[src/rtl/eth_txseq_pkg.sv]
package eth_txseq_pkg;

  typedef enum logic [1:0] {
    ST_IDLE  = 2'd0,
    ST_SEND  = 2'd1,
    ST_HELD  = 2'd2,
    ST_HBCHK = 2'd3
  } txseq_state_e;

  // control word layout
  localparam int CTL_W   = 3;
  localparam int CTL_FDX = 2;
  localparam int CTL_HBC = 1;
  localparam int CTL_GTS = 0;

  // bits that only change while the MAC is disabled
  localparam logic [CTL_W-1:0] CTL_LOCKED = 3'b110;

  // status clear positions
  localparam int CLR_W    = 2;
  localparam int CLR_STOP = 0;
  localparam int CLR_HB   = 1;

endpackage

[src/rtl/txseq_ctrl_reg.sv]
module txseq_ctrl_reg
  import eth_txseq_pkg::*;
(
  input  logic             clk,
  input  logic             rst_n,
  input  logic             mac_en,
  input  logic             wr_en,
  input  logic [CTL_W-1:0] wdata,
  output logic [CTL_W-1:0] ctrl_q,
  output logic             arm_set
);

  logic [CTL_W-1:0] bit_en;

  genvar g;
  generate
    for (g = 0; g < CTL_W; g++) begin : g_bit
      logic bit_r;

      // mode bits are write-locked while the MAC runs
      if (CTL_LOCKED[g]) begin : g_locked
        always_comb bit_en[g] = wr_en && !mac_en;
      end else begin : g_free
        always_comb bit_en[g] = wr_en;
      end

      always_ff @(posedge clk or negedge rst_n) begin
        if (!rst_n) begin
          bit_r <= 1'b0;
        end else if (bit_en[g]) begin
          bit_r <= wdata[g];
        end
      end

      assign ctrl_q[g] = bit_r;
    end
  endgenerate

  // a new stop request is one that turns the stop bit on
  always_comb arm_set = wr_en && wdata[CTL_GTS] && !ctrl_q[CTL_GTS];

endmodule

[src/rtl/txseq_hb_timer.sv]
module txseq_hb_timer #(
  parameter int HB_WIN = 64
) (
  input  logic clk,
  input  logic rst_n,
  input  logic active,
  input  logic col,
  output logic heard,
  output logic expire
);

  localparam int CNT_W = (HB_WIN > 1) ? $clog2(HB_WIN) : 1;
  localparam logic [CNT_W-1:0] LAST = CNT_W'(HB_WIN - 1);

  logic [CNT_W-1:0] cnt_r, cnt_d;
  logic             cnt_en;

  always_comb begin
    cnt_en = active || (cnt_r != '0);
    cnt_d  = active ? (cnt_r + CNT_W'(1)) : '0;
  end

  always_ff @(posedge clk or negedge rst_n) begin
    if (!rst_n) begin
      cnt_r <= '0;
    end else if (cnt_en) begin
      cnt_r <= cnt_d;
    end
  end

  always_comb begin
    heard  = active && col;
    expire = active && !col && (cnt_r == LAST);
  end

endmodule

[src/rtl/txseq_fsm.sv]
module txseq_fsm
  import eth_txseq_pkg::*;
#(
  parameter int EARLY_BYTES = 8
) (
  input  logic         clk,
  input  logic         rst_n,
  input  logic         mac_en,
  input  logic         fdx,
  input  logic         hbc,
  input  logic         gts,
  input  logic         crs,
  input  logic         col,
  input  logic         q_avail,
  input  logic         q_eof,
  input  logic         hb_heard,
  input  logic         hb_expire,
  output txseq_state_e state,
  output logic         tx_en,
  output logic         q_rd,
  output logic         q_rewind,
  output logic         q_drop,
  output logic         hb_fail
);

  localparam int BC_W = $clog2(EARLY_BYTES + 1);
  localparam logic [BC_W-1:0] BC_MAX = BC_W'(EARLY_BYTES);

  txseq_state_e st_r, st_d;
  logic [BC_W-1:0] bc_r, bc_d;
  logic            bc_en;
  logic            line_free;
  logic            early_hit;

  always_comb begin
    line_free = fdx || !crs;
    early_hit = !fdx && col && gts && (bc_r < BC_MAX);
  end

  always_comb begin
    st_d     = st_r;
    bc_d     = bc_r;
    bc_en    = 1'b0;
    tx_en    = 1'b0;
    q_rd     = 1'b0;
    q_rewind = 1'b0;
    q_drop   = 1'b0;
    hb_fail  = 1'b0;
    unique case (st_r)
      ST_IDLE: begin
        if (mac_en && q_avail && !gts && line_free) begin
          st_d  = ST_SEND;
          bc_d  = '0;
          bc_en = 1'b1;
        end
      end
      ST_SEND: begin
        if (!mac_en) begin
          q_drop = 1'b1;
          st_d   = ST_IDLE;
        end else if (early_hit) begin
          q_rewind = 1'b1;
          st_d     = ST_HELD;
        end else begin
          tx_en = 1'b1;
          q_rd  = 1'b1;
          if (bc_r < BC_MAX) begin
            bc_d  = bc_r + BC_W'(1);
            bc_en = 1'b1;
          end
          if (q_eof) begin
            st_d = (hbc && !fdx) ? ST_HBCHK : ST_IDLE;
          end
        end
      end
      ST_HELD: begin
        if (!mac_en) begin
          q_drop = 1'b1;
          st_d   = ST_IDLE;
        end else if (!gts && line_free) begin
          st_d  = ST_SEND;
          bc_d  = '0;
          bc_en = 1'b1;
        end
      end
      ST_HBCHK: begin
        if (!mac_en || hb_heard) begin
          st_d = ST_IDLE;
        end else if (hb_expire) begin
          hb_fail = 1'b1;
          st_d    = ST_IDLE;
        end
      end
      default: st_d = ST_IDLE;
    endcase
  end

  always_ff @(posedge clk or negedge rst_n) begin
    if (!rst_n) begin
      st_r <= ST_IDLE;
    end else begin
      st_r <= st_d;
    end
  end

  always_ff @(posedge clk or negedge rst_n) begin
    if (!rst_n) begin
      bc_r <= '0;
    end else if (bc_en) begin
      bc_r <= bc_d;
    end
  end

  assign state = st_r;

endmodule

[src/rtl/txseq_events.sv]
module txseq_events
  import eth_txseq_pkg::*;
(
  input  logic             clk,
  input  logic             rst_n,
  input  logic             arm_set,
  input  logic             gts,
  input  logic             in_frame,
  input  logic             hb_fail,
  input  logic [CLR_W-1:0] stat_clr,
  input  logic             irq_mask,
  output logic             stop_done,
  output logic             hb_err,
  output logic             irq
);

  logic armed_r, armed_d;
  logic done_r, done_d;
  logic hb_r, hb_d;
  logic fire;

  always_comb begin
    fire    = armed_r && gts && !in_frame;
    armed_d = arm_set || (armed_r && !fire);
    done_d  = fire || (done_r && !stat_clr[CLR_STOP]);
    hb_d    = hb_fail || (hb_r && !stat_clr[CLR_HB]);
  end

  always_ff @(posedge clk or negedge rst_n) begin
    if (!rst_n) begin
      armed_r <= 1'b0;
      done_r  <= 1'b0;
      hb_r    <= 1'b0;
    end else begin
      armed_r <= armed_d;
      done_r  <= done_d;
      hb_r    <= hb_d;
    end
  end

  always_comb begin
    stop_done = done_r;
    hb_err    = hb_r;
    irq       = done_r && irq_mask;
  end

endmodule

[src/rtl/eth_tx_sequencer.sv]
module eth_tx_sequencer
  import eth_txseq_pkg::*;
#(
  parameter int DATA_W      = 8,
  parameter int HB_WIN      = 64,
  parameter int EARLY_BYTES = 8
) (
  input  logic              clk,
  input  logic              rst_n,
  input  logic              mac_en,
  input  logic              reg_wr,
  input  logic [2:0]        reg_wdata,
  output logic [2:0]        ctrl_q,
  input  logic [1:0]        stat_clr,
  input  logic              irq_mask,
  output logic              stop_done,
  output logic              hb_err,
  output logic              irq,
  input  logic              q_avail,
  input  logic [DATA_W-1:0] q_byte,
  input  logic              q_eof,
  output logic              q_rd,
  output logic              q_rewind,
  output logic              q_drop,
  input  logic              crs,
  input  logic              col,
  output logic              tx_en,
  output logic [DATA_W-1:0] tx_data
);

  logic [1:0]   rst_pipe;
  logic         rst_sn;
  logic         arm_set;
  logic         hb_heard;
  logic         hb_expire;
  logic         hb_fail;
  txseq_state_e state;
  logic         in_hbchk;
  logic         in_frame;

  // assert asynchronously, release on the clock
  always_ff @(posedge clk or negedge rst_n) begin
    if (!rst_n) begin
      rst_pipe <= 2'b00;
    end else begin
      rst_pipe <= {rst_pipe[0], 1'b1};
    end
  end
  assign rst_sn = rst_pipe[1];

  txseq_ctrl_reg u_ctrl (
    .clk     (clk),
    .rst_n   (rst_sn),
    .mac_en  (mac_en),
    .wr_en   (reg_wr),
    .wdata   (reg_wdata),
    .ctrl_q  (ctrl_q),
    .arm_set (arm_set)
  );

  always_comb begin
    in_hbchk = (state == ST_HBCHK);
    in_frame = (state == ST_SEND);
  end

  txseq_hb_timer #(.HB_WIN(HB_WIN)) u_hb (
    .clk    (clk),
    .rst_n  (rst_sn),
    .active (in_hbchk),
    .col    (col),
    .heard  (hb_heard),
    .expire (hb_expire)
  );

  txseq_fsm #(.EARLY_BYTES(EARLY_BYTES)) u_fsm (
    .clk       (clk),
    .rst_n     (rst_sn),
    .mac_en    (mac_en),
    .fdx       (ctrl_q[CTL_FDX]),
    .hbc       (ctrl_q[CTL_HBC]),
    .gts       (ctrl_q[CTL_GTS]),
    .crs       (crs),
    .col       (col),
    .q_avail   (q_avail),
    .q_eof     (q_eof),
    .hb_heard  (hb_heard),
    .hb_expire (hb_expire),
    .state     (state),
    .tx_en     (tx_en),
    .q_rd      (q_rd),
    .q_rewind  (q_rewind),
    .q_drop    (q_drop),
    .hb_fail   (hb_fail)
  );

  txseq_events u_evt (
    .clk       (clk),
    .rst_n     (rst_sn),
    .arm_set   (arm_set),
    .gts       (ctrl_q[CTL_GTS]),
    .in_frame  (in_frame),
    .hb_fail   (hb_fail),
    .stat_clr  (stat_clr),
    .irq_mask  (irq_mask),
    .stop_done (stop_done),
    .hb_err    (hb_err),
    .irq       (irq)
  );

  assign tx_data = tx_en ? q_byte : '0;

endmodule

[config.mk]
export PLATFORM = sky130hd
export DESIGN_NAME = eth_tx_sequencer
export DESIGN_NICKNAME = d
export VERILOG_FILES = /design/src/rtl/eth_txseq_pkg.sv /design/src/rtl/txseq_ctrl_reg.sv /design/src/rtl/txseq_hb_timer.sv /design/src/rtl/txseq_fsm.sv /design/src/rtl/txseq_events.sv /design/src/rtl/eth_tx_sequencer.sv
export SDC_FILE = /design/constraint.sdc
export NUM_CORES = 1
export LEC_CHECK = 0
export CAP_MARGIN = 0
export CORE_UTILIZATION = 35
export DETAILED_ROUTE_END_ITERATION = 12
export GPL_TIMING_DRIVEN = 0
export PLACE_DENSITY_LB_ADDON = 0.25
export SYNTH_ARGS = -nofsm -noshare
export SYNTH_HDL_FRONTEND = slang
export SYNTH_HIERARCHICAL = 1
export SYNTH_SLANG_ARGS = --single-unit
[constraint.sdc]
create_clock -name clk -period 2.15 [get_ports clk]
set_clock_uncertainty 0.15 [all_clocks]
set_input_delay 0.43 -clock clk [delete_from_list [all_inputs] [get_ports clk]]
set_output_delay 0.43 -clock clk [all_outputs]
set_load 0.01 [all_outputs]
* Word-level counts from Yosys, hierarchy flattened *
Cells that the tools add are included.

storage, ports and cells
  logic and storage cells = 104
  input port bits = 22
  output and inout bits = 18
  register bits after elaboration = 20

cells by class
  reduce and logical (&&, ||, !) cells = 41
  add/subtract/negate cells = 2
  muxes and demuxes = 37
  $lt $le $gt $ge = 1
  eq/ne operators = 13

operator list
  operator             count
  $mux 4               6
  $logic_and 1x1->1    20
  $mux 2               9
  $mux 1               17
  $pmux 4 s3           1
  $logic_not 1->1      9
  $mux 8               1
  $ne 2x2->1 const B   4
  $pmux 2 s4           1
  $reduce_and 8->1     1
  $add 6x1->6 const B  1
  $eq 6x6->1 const B   1
  $logic_or 1x1->1     6
  $mux 6               1
  $ne 3x2->1 const B   2
  $reduce_bool 6->1    1
  $add 4x1->4 const B  1
  $eq 2x2->1 const B   2
  $lt 4x4->1 const B   1
  $ne 2x1->1 const B   2
  $ne 4x4->1 const B   1
  $reduce_and 4->1     1
  $pmux 1 s3           1
  $reduce_bool 3->1    1
  3 further kinds      3

* Depth between registers and ports, before layout *
Gate-level depths: netlist of run 1.

  depth after elaboration = 8
  mapped depth = 8
  gate-level depth less buffers = 6

* Cells and area by module *
Netlist of run 1, hierarchy kept.

by module, submodules not included
  module            times used  area each (sq um)  cells an instance
  txseq_fsm         1           609.3              61
  txseq_hb_timer    1           327.8              29
  txseq_ctrl_reg    1           161.4              11
  txseq_events      1           127.6              11
  eth_tx_sequencer  1           116.4              13

* Worst setup path after synthesis of run 1 *
No wires, ideal clock.

  kind = register to register
  from = reg u_fsm.st_r[1], in the netlist u_fsm/state[1]
  to = reg u_fsm.bc_r[0]
  required time = 1.875 ns
  path buffers = 2
  library setup time = 0.125 ns
  path slack = 0.128 ns
  stages on the path, launching flop included = 9
  arrival time = 1.746 ns
  clock period less this slack = 2.022 ns
  cells stage by stage = dfrtp_1 -> inv_1 -> ha_1 -> buf_6 -> nand2b_4 -> a211oi_2 -> and4_1 -> buf_6 -> mux2_4

on the way
  longest elaborated chain between the ends = 3

ends and longest elaborated chain
  element                                   RTL line          text
  start, declared                           txseq_fsm.sv:29   txseq_state_e st_r, st_d;
  start signal, assigned                    txseq_fsm.sv:102  st_r <= st_d;
  $eq 2x2->1, or another cell as far along  txseq_fsm.sv:49   unique case (st_r)
  $pmux 1 s3, or another cell as far along  txseq_fsm.sv:49
  $reduce_and 8->1 (no line)                n/a
  end signal, assigned                      txseq_fsm.sv:108  bc_r <= '0;
  end signal, assigned                      txseq_fsm.sv:110  bc_r <= bc_d;
  end, declared                             txseq_fsm.sv:30   logic [BC_W-1:0] bc_r, bc_d;

Several ways; a longest one is shown, not always the timed one.
A chain may end at the register's enable or synchronous reset.

* Final worst setup path of run 1 *
  from = in col
  to = out tx_data[1]

on the way
  longest elaborated chain between the ends = 7

ends and longest elaborated chain
  element                         RTL line                 text
  start, declared                 eth_tx_sequencer.sv:26   input logic col,
  $logic_and 1x1->1 (3 in a row)  txseq_fsm.sv:37          early_hit = !fdx && col && gts && (bc_r < BC_MAX);
  $mux 1                          txseq_fsm.sv:61          end else if (early_hit) begin
  $mux 1                          txseq_fsm.sv:58          if (!mac_en) begin
  $mux 1                          txseq_fsm.sv:49
  $mux 8                          eth_tx_sequencer.sv:110  assign tx_data = tx_en ? q_byte : '0;
  end, declared                   eth_tx_sequencer.sv:28   output logic [DATA_W-1:0] tx_data

No other way between the ends.

==> out/metrics.yaml, run 1 <==
cts_buffer_depth: 2
drive_gt1_share_pct: 40.6
cts.clk_slew.worst_paths_ps: 80
drcViolationCount: 0
area.growth.synth_to_final_pct: 53.2
criticalPathCategory: "in -> out"
rrSetupSlack_ps: 40
synth_cell_types: 46
grt_max_degree: 19
cts_tree: "built"
ant_nets: 0
crit_path_cell_trace: "dlygate4sd2_1 > nor4bb_4 > buf_4 > nor2_4 > buf_6 > and2_4 > buf_6"
clock-root-buffer: "clkbuf_8"
cp_slowest_stage_delay_ps: 340
vias: 1087
dp_cells: 212
failed_checks: "setup timing"
comb_power_share_pct: 56.5
nFillCells: 300
slew_headroom_pct: 51.6
die_x_um: 63.9
tightest_slew_ps: 726
grt_pass1_vias: 1158
hold_buffers: 0
wirelength_um: 3200
syn_area_mm2: 0.00134
finalHoldViolations: 0
io_pins: 40
insertion_delay_ps: 270
avgViaCountPerCell: 4.77
dr.first_iter.drc_count: 17
worstPathArrival_ps: 1630
synthFlopType: "dfrtp_1"
diodes: 0
p_leak_nw: 0.974
power_frac_seq_pct: 25.5
switchingPower_w: 0.000747
rsz0062_at_grt: "yes"
synth_top_area_share_pct: 37.3
r2r_end: "u_fsm/bc_r[0]"
slowest_stage: "nor4bb_4"
cts.sink_count: 20
crit_path_max_fanout: 5
syn-num-nets: 156
power.density_mw_per_mm2: 1070
swShare_pct: 34.1
async_flop_share_pct: 100
clkPwrFrac_pct: 18.0
drt_first_pass_iters: 4
post-route-period-util_pct: 103
start_util_pct: 36.7
worstSetupEndpointType: "output pin"
critPathBufInv: 4
min_period_ps: 2210
worst_path_most_repeated_cell: "buf_6"
crit_start: "col"
routabilityCongestion: 0.812
netlist_instances: 125
final_nets: 212
h-tree-depth: 1
routedWlPerCell_um: 14.0
holdWs_ps: 153
dpl.hpwl_um: 2130
peakVddDrop_mv: 0.616
slew_viol_final: 0
yosysWarnings: 6
io_buffers: 39
grt_pass1_wl_um: 5130
pre_cts_ws_ps: -788
outcome: "finished, violations left"
gr-total-overflow: 0
cp.required_ps: 1570
coreArea_mm2: 0.00366
synth_area_leaders: "dfrtp_1 37%, ha_1 8.4%, mux2_4 6.7%, and2_1 4.7%, inv_1 3.1%"
instances_no_fill: 228
yosys.cell_count.top_type: "dfrtp_1"
antenna_found_initial: 0
rows: 22
dieArea_mm2: 0.00409
fmax_ghz: 0.453
reg2reg_depth: 8
startpoint_type: "input port"
cellInternalPower_w: 0.00144
ys_seq_area_share_pct: 37.3
synth_edf_count: 0
setup_slack_ps: -55.9
crit_family: "buffers and inverters"
setup_violations: 8
postSynthAreaPerCell_um2: 10.7
synth_common_cells: "20 x dfrtp_1, 11 x inv_1, 10 x and2_1"
yosys.area.top_type: "dfrtp_1"
drv_cap: 0
ys_ff_latch: 20
hold_path_class: "reg -> async"
r2r_start: "u_fsm/state[0]"
dieHeight_um: 63.9
cts_buffers: 3
grt_usage_pct: 16.2
[flip-flops by register name, summed over array words and instances (netlist names)]
signal / flops
rst_pipe: 2
u_ctrl/g_bit.bit_r: 3
u_evt/armed_r: 1
u_evt/hb_err: 1
u_evt/stop_done: 1
u_fsm/bc_r: 4
u_fsm/state: 2
u_hb/cnt_r: 6
[stage by stage]
stage / setup TNS, ps / total power, W / instance area [um^2] / utilization, %
2_1_floorplan: 0 / 0.00125 / 1340 / -
3_3_place_gp: -8520 / 0.00152 / 1790 / 49.0
3_5_place_dp: -9110 / 0.00156 / 1790 / 49.0
4_1_cts: -339 / 0.00205 / 1940 / 53.0
5_1_grt: -880 / 0.00232 / 2060 / 56.2
6_report: -415 / 0.00219 / 2060 / 56.2
[layout by cell type (no fill, tap or decap), types with 3 or more instances in the layout]
master           synthesis  final
clkdlybuf4s50_1          0     25
dfrtp_1                 20     17
buf_6                    2     16
buf_4                    5     12
inv_1                   11      9
and2_4                   0      8
ha_1                     9      7
mux2_4                   6      6
and2_2                   4      5
nor2b_1                  4      4
dlygate4sd2_1            0      4
nor2_1                   5      4
clkbuf_8                 0      3
dfrtp_2                  0      3
nand2_1                  4      3
[power by group through the flow]
stage                     Clock [W]  Sequential (W)  Combinational (W)
after detailed placement          0        0.000561           0.000996
after floorplan                   0        0.000541           0.000709
after global placement            0        0.000555           0.000965
final                      0.000394        0.000559            0.00124
after CTS                  0.000397        0.000546            0.00111
after global routing       0.000426        0.000570            0.00133
[worst max-delay path by stage]
stage,slack (ps),cells after the start,endpoint
2_1_floorplan,130,8,u_fsm/bc_r[0]
3_3_place_gp,-720,6,tx_data[4]
3_5_place_dp,-790,6,tx_data[4]
4_1_cts,-60,7,tx_data[3]
5_1_grt,-110,6,tx_data[6]
6_report,-60,7,tx_data[1]
[layer usage]
layer,vias to the layer above,part of all wire (%),track usage [%]
met3,4,3.6,3.04
met1,529,44,19.0
met2,23,52,29.1
met5,-,0,0
li1,531,-,-
met4,0,0.91,5.40
[what timing repair did]
action | 4_1_cts | 5_1_grt
gates resized for setup | 58 | 25
setup endpoints to repair | 14 | 13
pin swaps | 6 | 3
gates cloned | 1 | 0
setup buffers | 10 | 2
[layout make-up]
type,instances,area (um^2),share of cell area [%]
sequential,20,504,24.5
clock buffer,3,41.3,2.01
clock inverter,1,30.0,1.46
multi-input combinational,87,817,39.7
inverter,11,43.8,2.13
timing repair buffer,52,497,24.1
tap,48,60.1,2.92
buffer,6,63.8,3.10
[cell families after synthesis]
logic type | synth area share (%)
and+or+nand+nor | 25.9
DFF | 37.3
buffers and inverters | 7.55
AOI/OAI and AO/OA | 9.50
adders and majority gates | 8.39
muxes | 9.13
xor gates and xnor gates | 1.96
other | 0.279
(Power assumes the default switching activity.)
==> run 2: changes to the inputs <==
--- a/config.mk
+++ b/config.mk
@@ -6,10 +6,13 @@
 export NUM_CORES = 1
 export LEC_CHECK = 0
 export CAP_MARGIN = 0
+export CORE_ASPECT_RATIO = 0.75
 export CORE_UTILIZATION = 35
 export DETAILED_ROUTE_END_ITERATION = 12
 export GPL_TIMING_DRIVEN = 0
+export HOLD_SLACK_MARGIN = 0.08
 export PLACE_DENSITY_LB_ADDON = 0.25
+export REMOVE_ABC_BUFFERS = 1
 export SYNTH_ARGS = -nofsm -noshare
 export SYNTH_HDL_FRONTEND = slang
 export SYNTH_HIERARCHICAL = 1
==> run 2 against run 1 <==
- the flow still finishes with violations (setup timing)
- core utilization decreased by 3.0 points
- maximum frequency up 2.3%
- clock-buffer cell count is 1 higher
- first-iteration DRC count is 82% higher
- register-to-register slack better by 20 ps
- global-route usage is 0.15 points lower
- final cell count is 0.44% lower
- routed wire length fell by 2.2%
- critical path depth fell by 1
- power is 9.6% lower
- setup slack better by 50 ps
- critical path type is now reg -> out
- largest cell class unchanged
- largest power group unchanged
==> out/metrics.yaml, run 2 (synthesis gave the netlist of run 1 again) <==
h-tree-depth: 1
nFillCells: 332
insertion_delay_ps: 260
grt_pass1_vias: 1097
dieHeight_um: 55.6
io_buffers: 39
regMostFlops: "u_hb/cnt_r"
gr-total-overflow: 0
routedWlPerCell_um: 13.8
slew_viol_final: 0
r2r_end: "u_fsm/bc_r[0]"
cp.required_ps: 1570
vias: 1114
cts.clk_slew.worst_paths_ps: 80
slew_headroom_pct: 49.8
cts_buffer_depth: 2
dieArea_mm2: 0.00409
die_x_um: 73.5
final-seq-area_um2: 507
drv_cap: 0
outcome: "finished, violations left"
grt_pass1_wl_um: 4990
placed_cell_area_mm2: 0.00174
dp_cells: 209
peakVddDrop_mv: 0.447
routabilityCongestion: 0.798
rows: 19
setup_slack_ps: -5.75
instances_no_fill: 227
ant_nets: 0
diodes: 0
failed_checks: "setup timing"
hold_path_class: "reg -> async"
reg2reg_depth: 6
cts.sink_count: 20
fmax_ghz: 0.464
multi_input_area_um2: 801
final_nets: 207
cts_tree: "built"
area.growth.synth_to_final_pct: 45.1
antenna_found_initial: 0
r2r_start: "u_fsm/state[0]"
top_regs: "u_hb/cnt_r x6, u_fsm/bc_r x4, u_ctrl/g_bit.bit_r x3"
setup_violations: 1
worstSetupEndpointType: "output pin"
dr.first_iter.drc_count: 31
power.density_mw_per_mm2: 1020
pre_cts_ws_ps: -786
fin_area_mm2: 0.00195
tightest_slew_ps: 752
clock-root-buffer: "clkbuf_8"
wirelength_um: 3130
io_pins: 40
min_period_ps: 2160
worstPathArrival_ps: 1580
cts_buffers: 3
start_util_pct: 36.7
coreArea_mm2: 0.00366
drive_gt1_share_pct: 38.9
crit_path_max_fanout: 4
post-route-period-util_pct: 100
rsz0062_at_grt: "yes"
grt_max_degree: 19
layout_common_cells: "25 x clkdlybuf4s50_1, 15 x dfrtp_1, 11 x buf_4"
finalHoldViolations: 0
avgViaCountPerCell: 4.91
largest_reg_flops: 6
rrSetupSlack_ps: 60
drcViolationCount: 0
p_leak_nw: 0.918
drt_first_pass_iters: 4
dpl.hpwl_um: 2080
startpoint_type: "register"
grt_usage_pct: 16.0
final_common_cell: "clkdlybuf4s50_1"
criticalPathCategory: "reg -> out"
-- run 2: cell type report --
type | instances | area share, %
clock buffer | 4 | 2.83
inverter | 11 | 2.12
multi-input combinational | 88 | 41.1
sequential | 20 | 26.0
tap | 52 | 3.34
timing repair buffer | 52 | 24.6
-- run 2: routing by layer --
| layer | track usage (%) | share of wire, % | wire length [um] |
|---|---|---|---|
| met1 | 21.8 | 44 | 1390 |
| met2 | 24.5 | 47 | 1480 |
| met3 | 5.62 | 7.3 | 228 |
| met4 | 3.30 | 0.89 | 28 |
| met5 | 0 | 0 | 0 |
-- run 2: worst max-delay path by stage --
stage                     slack [ps]             startpoint  cells past startpoint    endpoint
after detailed placement        -790                 mac_en                      5  tx_data[3]
after global placement          -770                 mac_en                      5  tx_data[5]
after global routing             -80  u_ctrl/g_bit[2].bit_r                      6  tx_data[4]
after CTS                         -2  u_ctrl/g_bit[2].bit_r                      6  tx_data[5]
final                             -6  u_ctrl/g_bit[2].bit_r                      6  tx_data[4]
after floorplan                    5         u_fsm/state[1]                      5  tx_data[0]
-- run 2: worst max-delay path, cell delays in order (launching register included) --
cell	delay, ps
dfrtp_2	430
nor4bb_4	300
buf_4	190
buf_12	100
nor2_4	30
and2_1	150
buf_2	130
-- run 2: through the flow --
step / hold WS, ps / power (W) / utilization [%] / setup TNS, ps
2_1_floorplan: -15.6 / 0.00117 / - / 0
3_3_place_gp: 170 / 0.00144 / 47.5 / -9760
3_5_place_dp: 181 / 0.00148 / 47.5 / -9990
4_1_cts: 179 / 0.00191 / 52.5 / -1.92
5_1_grt: 170 / 0.00211 / 53.2 / -410
6_report: 155 / 0.00198 / 53.2 / -5.75
-- run 2: power breakdown --
group / switching (W) / internal [W]
combinational: 0.000500 / 0.000641
sequential: 0.0000853 / 0.000468
clock: 0.000125 / 0.000163
total: 0.000711 / 0.00127
-- run 2: timing repair --
item / in CTS / in global routing
hold endpoints to repair: 0 / 0
gates resized for setup: 59 / 15
gates cloned: 1 / 0
buffers inserted: 12 / 1
setup endpoints to repair: 14 / 15
pin swaps: 2 / 2
hold buffers: 0 / 0
==> run 3: changes to the inputs <==
--- a/config.mk
+++ b/config.mk
@@ -13,6 +13,7 @@
 export HOLD_SLACK_MARGIN = 0.08
 export PLACE_DENSITY_LB_ADDON = 0.25
 export REMOVE_ABC_BUFFERS = 1
+export SKIP_CTS_REPAIR_TIMING = 1
 export SYNTH_ARGS = -nofsm -noshare
 export SYNTH_HDL_FRONTEND = slang
 export SYNTH_HIERARCHICAL = 1
==> run 3 against run 2 <==
- the run still ends with setup timing left
- clock power hardly changed
- core utilization decreased by 0.82 points
- routed wire length down 0.89%
- non-clock buffer count up 1
- first-iteration DRC count increased by 13%
- sequential share of layout area grew 0.34 points
- largest power group unchanged
==> out/metrics.yaml, run 3 (synthesis gave the netlist of run 1 again) <==
dieHeight_um: 55.6
drive_gt1_share_pct: 33.7
grt_max_degree: 19
drcViolationCount: 0
io_pins: 40
largest_reg_flops: 6
worstSetupEndpointType: "output pin"
min_period_ps: 2220
layout_common_cells: "25 x clkdlybuf4s50_1, 16 x dfrtp_1, 12 x buf_4"
routedWlPerCell_um: 13.7
drt_first_pass_iters: 4
dieArea_mm2: 0.00409
insertion_delay_ps: 260
finalHoldViolations: 0
slew_headroom_pct: 50.2
dpl.hpwl_um: 2080
regMostFlops: "u_hb/cnt_r"
die_x_um: 73.5
setup_violations: 11
final_nets: 207
io_buffers: 39
power.density_mw_per_mm2: 1030
criticalPathCategory: "reg -> out"
r2r_start: "u_fsm/state[1]"
vias: 1068
cp.required_ps: 1570
final_common_cell: "clkdlybuf4s50_1"
start_util_pct: 36.7
dr.first_iter.drc_count: 35
cts.clk_slew.worst_paths_ps: 80
rows: 19
startpoint_type: "register"
pre_cts_ws_ps: -786
fmax_ghz: 0.451
cts_buffer_depth: 2
coreArea_mm2: 0.00366
avgViaCountPerCell: 4.70
cts.sink_count: 20
gr-total-overflow: 0
outcome: "finished, violations left"
h-tree-depth: 1
grt_usage_pct: 14.0
cts_tree: "built"
routabilityCongestion: 0.798
slew_viol_final: 0
diodes: 0
p_leak_nw: 0.973
setup_slack_ps: -67.5
crit_path_max_fanout: 5
failed_checks: "setup timing"
rsz0062_at_grt: "yes"
post-route-period-util_pct: 103
worstPathArrival_ps: 1640
crit_start: "u_ctrl/g_bit[2].bit_r"
final_util_pct: 52.4
ant_nets: 0
cts_buffers: 3
grt_pass1_vias: 995
wirelength_um: 3110
hold_path_class: "reg -> async"
antenna_found_initial: 0
tightest_slew_ps: 748
area.growth.synth_to_final_pct: 42.9
top_regs: "u_hb/cnt_r x6, u_fsm/bc_r x4, u_ctrl/g_bit.bit_r x3"
grt_pass1_wl_um: 4380
clock-root-buffer: "clkbuf_8"
drv_cap: 0
peakVddDrop_mv: 0.464
==> run 3: cell types whose count changed in the layout (fill, tap and decap cells not counted), moves of 2 or more <==
cell and delta:
dlymetal6s2s_1 +6, buf_2 -3, inv_2 -2, clkbuf_2 +7, and2_1 +3, buf_6 -6
dlygate4sd2_1 -2, and2_4 -2
==> run 3: through the flow <==
step | std cells | total power [W] | TNS, ps | hold WS, ps | area [um^2]
after floorplan | 118 | 0.00117 | 0 | -15.6 | 1280
after CTS | 213 | 0.00178 | -9330 | 179 | 1790
after global placement | 209 | 0.00144 | -9760 | 170 | 1740
final | 227 | 0.00198 | -273 | 156 | 1920
after global routing | 227 | 0.00210 | -1360 | 172 | 1920
after detailed placement | 209 | 0.00148 | -9990 | 181 | 1740
==> run 3: area by class of cell <==
type | count | area [um^2]
Sequential cell | 20 | 505
Fill cell | 332 | 1740
Inverter | 11 | 43.8
Tap cell | 52 | 65.1
Timing Repair Buffer | 53 | 465
Multi-Input combinational cell | 87 | 783
Clock buffer | 4 | 55.1
==> run 3: power by group <==
group / internal [W] / switching, W / total, W
Clock: 0.000163 / 0.000127 / 0.000290
Combinational: 0.000648 / 0.000487 / 0.00113
Sequential: 0.000467 / 0.0000911 / 0.000558
Total: 0.00128 / 0.000705 / 0.00198
==> run 3: per-layer routing <==
layer	routed length [um]	global-route usage, %	up-vias
li1	-	-	522
met1	1400	18.9	499
met2	1470	21.5	45
met3	220	5.43	2
met4	13	2.47	0
met5	0	0	-
==> run 3: worst paths after layout <==
check                            endpoint  slack (ps)  cells after the start
setup / recovery               tx_data[4]         -70                      5
hold / removal              u_fsm/bc_r[2]         160                      0
setup reg to reg           u_fsm/state[1]         -10                      7
hold reg to reg             u_fsm/bc_r[2]         160                      0
max in group asynchronous  u_fsm/state[1]        1170                      0
min in group clk              rst_pipe[1]         210                      0
==> run 3: worst max-delay path: stages (launching register included) <==
cell and delay [ps]:
dfrtp_2 450, nor4bb_4 440, nor2_4 40, clkbuf_2 140
and2_1 150, dlymetal6s2s_1 160
